--- src/rtl/mp_uart_rx_pkg.sv ---
package mp_uart_rx_pkg;
    typedef enum logic [2:0] {
        ST_IDLE,
        ST_START,
        ST_DATA,
        ST_NINTH,
        ST_STOP,
        ST_TAIL
    } rx_state_e;
endpackage

--- src/rtl/mp_uart_rx_sync.sv ---
module mp_uart_rx_sync #(
    parameter int STAGES = 2
) (
    input  logic clk,
    input  logic rst,
    input  logic d_i,
    output logic q_o
);
    logic [STAGES-1:0] chain_q;

    generate
        if (STAGES == 1) begin : g_single
            always_ff @(posedge clk) begin
                if (rst) chain_q <= '1;
                else     chain_q <= d_i;
            end
        end else begin : g_multi
            always_ff @(posedge clk) begin
                if (rst) chain_q <= '1;
                else     chain_q <= {chain_q[STAGES-2:0], d_i};
            end
        end
    endgenerate

    assign q_o = chain_q[STAGES-1];
endmodule

--- src/rtl/mp_uart_rx_sampler.sv ---
module mp_uart_rx_sampler #(
    parameter int OSR = 16
) (
    input  logic clk,
    input  logic rst,
    input  logic tick_i,
    input  logic rx_i,
    input  logic arm_i,
    input  logic run_i,
    output logic vote_o,
    output logic vote_val_o,
    output logic wrap_o
);
    localparam int CW  = $clog2(OSR);
    localparam int MID = OSR / 2;

    logic [CW-1:0] cnt_q;
    logic [1:0]    early_q;

    always_ff @(posedge clk) begin
        if (rst) begin
            cnt_q   <= '0;
            early_q <= '0;
        end else if (tick_i) begin
            if (arm_i)
                cnt_q <= CW'(1);
            else if (run_i)
                cnt_q <= (cnt_q == CW'(OSR-1)) ? '0 : cnt_q + CW'(1);
            if (run_i && cnt_q == CW'(MID-2)) early_q[0] <= rx_i;
            if (run_i && cnt_q == CW'(MID-1)) early_q[1] <= rx_i;
        end
    end

    assign vote_o     = tick_i && run_i && (cnt_q == CW'(MID));
    assign vote_val_o = (early_q[0] & early_q[1]) | (early_q[0] & rx_i) | (early_q[1] & rx_i);
    assign wrap_o     = tick_i && run_i && (cnt_q == CW'(OSR-1));
endmodule

--- src/rtl/mp_uart_rx.sv ---
module mp_uart_rx
    import mp_uart_rx_pkg::*;
#(
    parameter int OSR         = 16,
    parameter int DATA_W      = 8,
    parameter int SYNC_STAGES = 2
) (
    input  logic              clk,
    input  logic              rst,
    input  logic              rx_i,
    input  logic              tick_i,
    input  logic              nine_bit_i,
    input  logic              filt_wr_i,
    input  logic              filt_val_i,
    input  logic              rd_i,
    output logic [DATA_W-1:0] data_o,
    output logic              bit9_o,
    output logic              rxc_o,
    output logic              fe_o,
    output logic              filt_o
);
    localparam int IW = (DATA_W > 1) ? $clog2(DATA_W) : 1;

    rx_state_e         st_q, st_n;
    logic              rx_s;
    logic              start_seen, run;
    logic              vote, vote_val, wrap;
    logic              frame_filt_q, frame_nine_q, ninth_q;
    logic [IW-1:0]     bit_idx_q;
    logic [DATA_W-1:0] shreg_q;
    logic              marker, done_p, keep_p;

    mp_uart_rx_sync #(.STAGES(SYNC_STAGES)) u_sync (
        .clk (clk),
        .rst (rst),
        .d_i (rx_i),
        .q_o (rx_s)
    );

    assign start_seen = (st_q == ST_IDLE) && tick_i && !rx_s;
    assign run        = (st_q != ST_IDLE);

    mp_uart_rx_sampler #(.OSR(OSR)) u_samp (
        .clk        (clk),
        .rst        (rst),
        .tick_i     (tick_i),
        .rx_i       (rx_s),
        .arm_i      (start_seen),
        .run_i      (run),
        .vote_o     (vote),
        .vote_val_o (vote_val),
        .wrap_o     (wrap)
    );

    // state register
    always_ff @(posedge clk) begin
        if (rst) st_q <= ST_IDLE;
        else     st_q <= st_n;
    end

    // transitions
    always_comb begin
        st_n = st_q;
        unique case (st_q)
            ST_IDLE:  if (start_seen) st_n = ST_START;
            ST_START: if (vote) st_n = vote_val ? ST_IDLE : ST_DATA;
            ST_DATA:  if (vote && bit_idx_q == IW'(DATA_W-1))
                          st_n = frame_nine_q ? ST_NINTH : ST_STOP;
            ST_NINTH: if (vote) st_n = ST_STOP;
            ST_STOP:  if (vote) st_n = ST_TAIL;
            ST_TAIL:  if (wrap) st_n = ST_IDLE;
            default:  st_n = ST_IDLE;
        endcase
    end

    // per-frame capture
    always_ff @(posedge clk) begin
        if (rst) begin
            frame_filt_q <= 1'b0;
            frame_nine_q <= 1'b0;
            ninth_q      <= 1'b0;
            bit_idx_q    <= '0;
            shreg_q      <= '0;
        end else begin
            if (start_seen) begin
                frame_filt_q <= filt_o;
                frame_nine_q <= nine_bit_i;
                bit_idx_q    <= '0;
            end
            if (vote && st_q == ST_DATA) begin
                shreg_q   <= {vote_val, shreg_q[DATA_W-1:1]};
                bit_idx_q <= bit_idx_q + IW'(1);
            end
            if (vote && st_q == ST_NINTH) ninth_q <= vote_val;
        end
    end

    assign done_p = (st_q == ST_STOP) && vote;
    assign marker = frame_nine_q ? ninth_q : vote_val;
    assign keep_p = done_p && (!frame_filt_q || marker);

    // outputs
    always_ff @(posedge clk) begin
        if (rst) begin
            data_o <= '0;
            bit9_o <= 1'b0;
            rxc_o  <= 1'b0;
            fe_o   <= 1'b0;
            filt_o <= 1'b0;
        end else begin
            if (keep_p) begin
                data_o <= shreg_q;
                bit9_o <= frame_nine_q & ninth_q;
                fe_o   <= !vote_val;
                rxc_o  <= 1'b1;
            end else if (rd_i) begin
                rxc_o  <= 1'b0;
            end
            if (filt_wr_i) filt_o <= filt_val_i;
        end
    end
endmodule

--- config.mk ---
export PLATFORM = sky130hd
export DESIGN_NAME = mp_uart_rx
export DESIGN_NICKNAME = d
export VERILOG_FILES = /design/src/rtl/mp_uart_rx_pkg.sv /design/src/rtl/mp_uart_rx_sync.sv /design/src/rtl/mp_uart_rx_sampler.sv /design/src/rtl/mp_uart_rx.sv
export SDC_FILE = /design/constraint.sdc
export NUM_CORES = 1
export LEC_CHECK = 0
export ABC_CLOCK_PERIOD_IN_PS = 2100
export BUFFER_PORTS_ARGS = -buffer_cell sky130_fd_sc_hd__clkbuf_2
export CORE_ASPECT_RATIO = 0.6
export CORE_MARGIN = 1.5
export CORE_UTILIZATION = 56
export DETAILED_ROUTE_END_ITERATION = 12
export PLACE_DENSITY_LB_ADDON = 0.12
export SLEW_MARGIN = 20
export SYNTH_ARGS = -nofsm -noshare
export SYNTH_HDL_FRONTEND = slang
export SYNTH_SLANG_ARGS = --single-unit
export TNS_END_PERCENT = 1
--- constraint.sdc ---
create_clock -name clk -period 2.1 [get_ports clk]
set_clock_uncertainty 0.1 [all_clocks]
set_input_delay 0.63 -clock clk [delete_from_list [all_inputs] [get_ports clk]]
set_output_delay 0.63 -clock clk [all_outputs]
set_load 0.005 [all_outputs]
## Word level (Yosys, flattened, before mapping)

Index checks and enable logic that the tools add are counted.

- Register bits: 37
- Output and inout port bits: 12
- Word-level logic and storage cells: 81

- $add $sub $neg: 2
- Equality and inequality tests: 16
- Muxes and demuxes: 17
- Bitwise logic cells: 6
- Reduce and logical (&&, ||, !) cells: 25

Operators by type and width:

| operator | count |
|---|---|
| 3-bit two-way mux | 9 |
| 3-bit case mux with 6 select lines | 1 |
| 1-bit logical AND | 12 |
| 4-bit two-way mux | 3 |
| 2-bit != test, second input constant | 5 |
| 3-bit equality test, second input constant | 3 |
| 4-bit by 3-bit equality test with 1-bit output, second input constant | 2 |
| 4-bit equality test, second input constant | 2 |
| 3-bit by 2-bit equality test with 1-bit output, second input constant | 2 |
| 2-bit AND reduction | 3 |
| 6-bit AND reduction | 1 |
| 2-bit nonzero test | 3 |
| 4-bit by 1-bit adder with 4-bit output, second input constant | 1 |
| 1-bit AND | 4 |
| 3-bit by 1-bit adder with 3-bit output, second input constant | 1 |
| 3-bit by 1-bit equality test with 1-bit output, second input constant | 1 |
| 1-bit zero test | 3 |
| 3-bit zero test | 1 |
| 1-bit two-way mux | 3 |
| 3-bit nonzero test | 1 |
| 2-bit two-way mux | 1 |
| 2-bit by 1-bit != test with 1-bit output, second input constant | 1 |
| 1-bit bitwise OR | 2 |
| 1-bit logical OR | 1 |

## Depth between registers and ports, before layout

- Depth in word-level cells: 7
- Mapped depth: 7

## Cells and area by module

From an unflattened synthesis, not the netlist that was laid out.

- Cells, all modules: 195
- Area total of the unflattened synthesis: 1682.9 µm²

Modules (own cells, without submodules):

| module | times used | cells an instance | area each (µm²) | seq. area each (µm²) |
|---|---|---|---|---|
| mp_uart_rx | 1 | 147 | 1275.0 | 580.6 |
| mp_uart_rx_sampler | 1 | 44 | 355.3 | 120.1 |
| mp_uart_rx_sync | 1 | 4 | 52.6 | 40.0 |

## Worst setup path after synthesis

OpenSTA, ideal clock, no wires.

- Kind: input -> register
- Start: in tick_i
- End: reg bit_idx_q[1]
- Setup time: 0.134 ns
- Data arrival time: 1.553 ns
- Required time: 1.866 ns
- Setup slack: 0.314 ns
- Cell stages on the path: 6
- Cells stage by stage: buf_4 -> nand4b_4 -> or3_1 -> buf_2 -> nand3_1 -> a21oi_1

- Word-level cells in the longest chain between the ends: 4
- Elaborated cells between the ends (all ways): 7
- Those cells by class: mux (1); reduce/logical (6)

RTL lines:

| element | RTL line | RTL |
|---|---|---|
| start, declared | mp_uart_rx.sv:11 | `input logic tick_i,` |
| 1-bit logical AND (2 in a row) | mp_uart_rx_sampler.sv:34 | `assign vote_o = tick_i && run_i && (cnt_q == CW'(MID));` |
| 1-bit logical AND | mp_uart_rx.sv:90 | `if (vote && st_q == ST_DATA) begin` |
| 3-bit two-way mux or 2-bit nonzero test (tied branches) | n/a |  |
| end signal, assigned | mp_uart_rx.sv:92 | `bit_idx_q <= bit_idx_q + IW'(1);` |
| end, declared | mp_uart_rx.sv:29 | `logic [IW-1:0] bit_idx_q;` |

Several ways; a longest one is shown, not always the timed one.
A chain may end at the register's enable or synchronous reset.

## Final worst setup path

- Start: reg u_samp.cnt_q[0]
- End: reg bit_idx_q[0]

- Word-level cells in the longest chain between the ends: 4
- Elaborated cells between the ends (all ways): 5
- Those cells by class: eq/ne (1); mux (1); reduce/logical (3)

RTL lines:

| element | RTL line | RTL |
|---|---|---|
| start, declared | mp_uart_rx_sampler.sv:17 | `logic [CW-1:0] cnt_q;` |
| start signal, assigned | mp_uart_rx_sampler.sv:28 | `cnt_q <= (cnt_q == CW'(OSR-1)) ? '0 : cnt_q + CW'(1);` |
| 4-bit equality test * | mp_uart_rx_sampler.sv:34 |  |
| 1-bit logical AND * | mp_uart_rx_sampler.sv:34 |  |
| 1-bit logical AND * | mp_uart_rx.sv:90 |  |
| 3-bit two-way mux or 2-bit nonzero test (tied branches) | n/a |  |

Every way passes the cells marked *; elsewhere a longest branch is shown, timed or not.

==> results by group <==
Worst setup path
  – Critical Path Sink Type: flip-flop
  – R2R Path End: bit_idx_q[0]
  – Biggest fanout along the worst timing path: 11
  – CP Class: reg -> reg
  – FF-to-FF Start: u_samp.cnt_q[0]
  – Flop2flop setup slack: approximately 0.28 ns
  – Worst Path Required: between 2 and 2.5 ns
  – Crit path arrival time: 1.89 ns
  – Reg2reg path depth: 6
  – Startpoint types: flip-flop

GRT
  – First-pass GRT wire length: between 5000 and 6000 um
  – Initial antenna violation count: 0
  – Largest net degree at the start of global routing: 22
  – Vias in the first global route: 1,219
  – Overflow after GRT: 0
  – GRT Util Overall: 22.7%

Cells and area
  – Final instance area: approximately 1900 um^2
  – Diode count: 0
  – Share of cells above drive strength 1: roughly 18%
  – Synthesis-to-layout area growth: 11.7%
  – Fin nets: 231
  – Post-layout util: roughly 66%

Timing
  – Unrepaired setup endpoints after global routing: no
  – Slew @ Worst Pin: a little under 0.4 ns
  – TNS Setup: 0 ns
  – Pins Over Slew Limit: 0
  – Fin Hold WS: about 0.3 ns
  – Fin crit period: approximately 1.8 ns
  – F_max: 548 MHz
  – Final-report setup violation count: 0
  – Tcrit/Tclk final: 86.9%
  – Max-slew headroom: between 70% and 80%
  – Final hold viol count: 0

CTS
  – CTS Buffer Depth: 2
  – Post-CTS Resized: 0
  – Max H-tree Level: 2
  – CTS Buf Count: 5
  – Worst-Skew Late Latency: just under 0.3 ns
  – Reg clk slew, reported paths: about 0.060 ns
  – Cts hold-fix bufs: 0
  – Root Driver: clkbuf_8
  – # Post-CTS Setup Buffers: 0
  – CTS tree: built
  – Clk sink count: 37

Hold path
  – Hold WC Path Type: reg -> reg
  – Hold path depth: 1
  – Worst Hold Endpoint: u_sync.chain_q[1]
  – Hold path start: u_sync.chain_q[0]

Detailed routing
  – Vias: 1,423
  – Drt first pass iters: 4
  – Post-route DRC: 0
  – Number of DRC markers in iteration 0: about 120
  – Via/cell ratio: ~5.5
  – DRT antenna net count: 0
  – Final Routed Wirelength: around 3500 um
  – Routed length per placed instance: roughly 14 um

Placed design
  – Port bufs: 19
  – Post-DP Area: between 1500 and 2000 um^2
  – HPWL Detailed: about 2500 um
  – Routability cong.: 0.889

Power
  – PD cells: slightly above 700 nW/um^2
  – Peak VDD IR: between 0.4 and 0.5 mV
  – P_leak: approximately 0.77 nW
  – Tot Pwr: 1.38 mW

Synth
  – Syn Area/Cell: roughly 8.6 um^2
  – Most common cell in the synthesized netlist: dfxtp_1
  – Synth top area cells: dfxtp_1, a21oi_1, mux2i_1
  – Main synth FF type: dfxtp_1
  – Synth area leader: dfxtp_1
  – Synth warnings: 0
  – Seq/Total Area, Yosys: between 40% and 50%
  – Yosys cell types: 41
  – Post-synth top cells: dfxtp_1, a21oi_1, nand2_1
  – Cells after Synth: 200
  – Register bit total from synthesis: 37
  – Post-Syn Area: between 1500 and 2000 um^2
  – Async SR Flop Fraction: 0%
  – Synth top area share: 42.9%
  – Mapped Nets: 213
  – Number of synthesized flops with an enable pin: 0

Job
  – Max-cap viol count: 0

Die
  – Die height: 46.0 um
  – Die area: ~3400 um^2
  – Io pins: 20
  – Die W: approximately 75 um
  – Row cnt: 15
  – Core area: slightly below 3000 um^2
  – Initial Util: between 50% and 60%

Outcome
  – Outcome: complete, no violations
-- cells by family after synthesis --
| family | synth area share, % |
|---|---|
| adder cells (fa/ha/maj) | 4.27 |
| multiplexers | 5.21 |
| buffers and inverters | 4.71 |
| AO/OA/AOI/OAI | 17.7 |
| flip-flops | 42.9 |
| AND/OR/NAND/NOR | 25.3 |
-- registers in the layout, indices dropped and copies added, names as in the netlist, 2 cells and up --
signal / count
shreg_q: 8
st_q: 3
bit_idx_q: 3
u_sync.chain_q: 2
u_samp.cnt_q: 4
u_samp.early_q: 2
data_o: 8
-- critical path: stages (launching register included) --
cell and delay [ns]:
dfxtp_1 0.35, inv_1 0.11, ha_1 0.23, nand4b_4 0.14, or3_1 0.55, nand3_1 0.16
a21oi_1 0.07
-- per-layer routing --
metal / global-route usage, % / wire (um) / up-vias
met5: 0 / 0 / -
met4: 7.64 / 29 / 0
met3: 6.86 / 239 / 4
met2: 31.1 / 1430 / 46
met1: 33.5 / 1820 / 641
li1: - / - / 732
-- where the power goes --
part	internal, mW	leakage (nW)	switching, mW
registers	0.715	0.299	0.0280
logic	0.0628	0.422	0.0807
clock network	0.260	0.0443	0.229
total	1.04	0.765	0.338
-- metrics by stage --
stage                     worst slack [ns]  cells
after floorplan                      0.314    200
after global placement               0.261    253
final                                0.276    260
after CTS                            0.288    260
after global routing                 0.129    260
after detailed placement             0.207    253
-- final cells by class --
type                       instances  area [um^2]
clock buffer                       7         86.3
fill                             235          980
inverter                           5         18.8
multi-input combinational        146          906
sequential                        37          741
tap                               42         52.6
timing repair buffer              23          125
-- how the worst max path moves through the flow --
| stage | startpoint | cells past startpoint | end | slack [ns] |
|---|---|---|---|---|
| after global placement | tick_i | 5 | bit_idx_q[1] | 0.26 |
| after detailed placement | tick_i | 5 | bit_idx_q[0] | 0.21 |
| after CTS | u_samp.cnt_q[0] | 6 | bit_idx_q[0] | 0.29 |
| after global routing | u_samp.cnt_q[0] | 6 | bit_idx_q[0] | 0.13 |
| after floorplan | tick_i | 6 | bit_idx_q[1] | 0.31 |
| final | u_samp.cnt_q[0] | 6 | bit_idx_q[0] | 0.28 |
-- cell usage in the layout, fill, tap and decap left out, drive strengths merged --
| cell | synthesis | routed |
|---|---|---|
| nand4b | 1 | 1 |
| mux2i | 9 | 9 |
| nor3 | 4 | 4 |
| a21o | 1 | 1 |
| a211oi | 1 | 1 |
| maj3 | 1 | 1 |
| and4 | 1 | 1 |
| nor2 | 12 | 12 |
| or3b | 1 | 1 |
| buf | 7 | 4 |
| and3 | 1 | 1 |
| o21bai | 2 | 2 |
| a22oi | 3 | 3 |
| inv | 5 | 5 |
| clkbuf | 5 | 26 |
| nand2 | 22 | 22 |
| a21bo | 1 | 1 |
| and4b | 1 | 1 |
| or3 | 3 | 3 |
| o21ai | 13 | 13 |
| dfxtp | 37 | 37 |
| and2b | 1 | 1 |
| nand2b | 8 | 8 |
| a21oi | 28 | 28 |
| nand3 | 16 | 16 |
| o31a | 1 | 1 |
| nand3b | 2 | 2 |
| ha | 5 | 5 |
| o31ai | 1 | 1 |
| a2bb2oi | 1 | 1 |
| nor4 | 2 | 2 |
| and2 | 1 | 1 |
| nor2b | 1 | 1 |
| or2 | 2 | 2 |
Power figures use the tool's default switching activity.
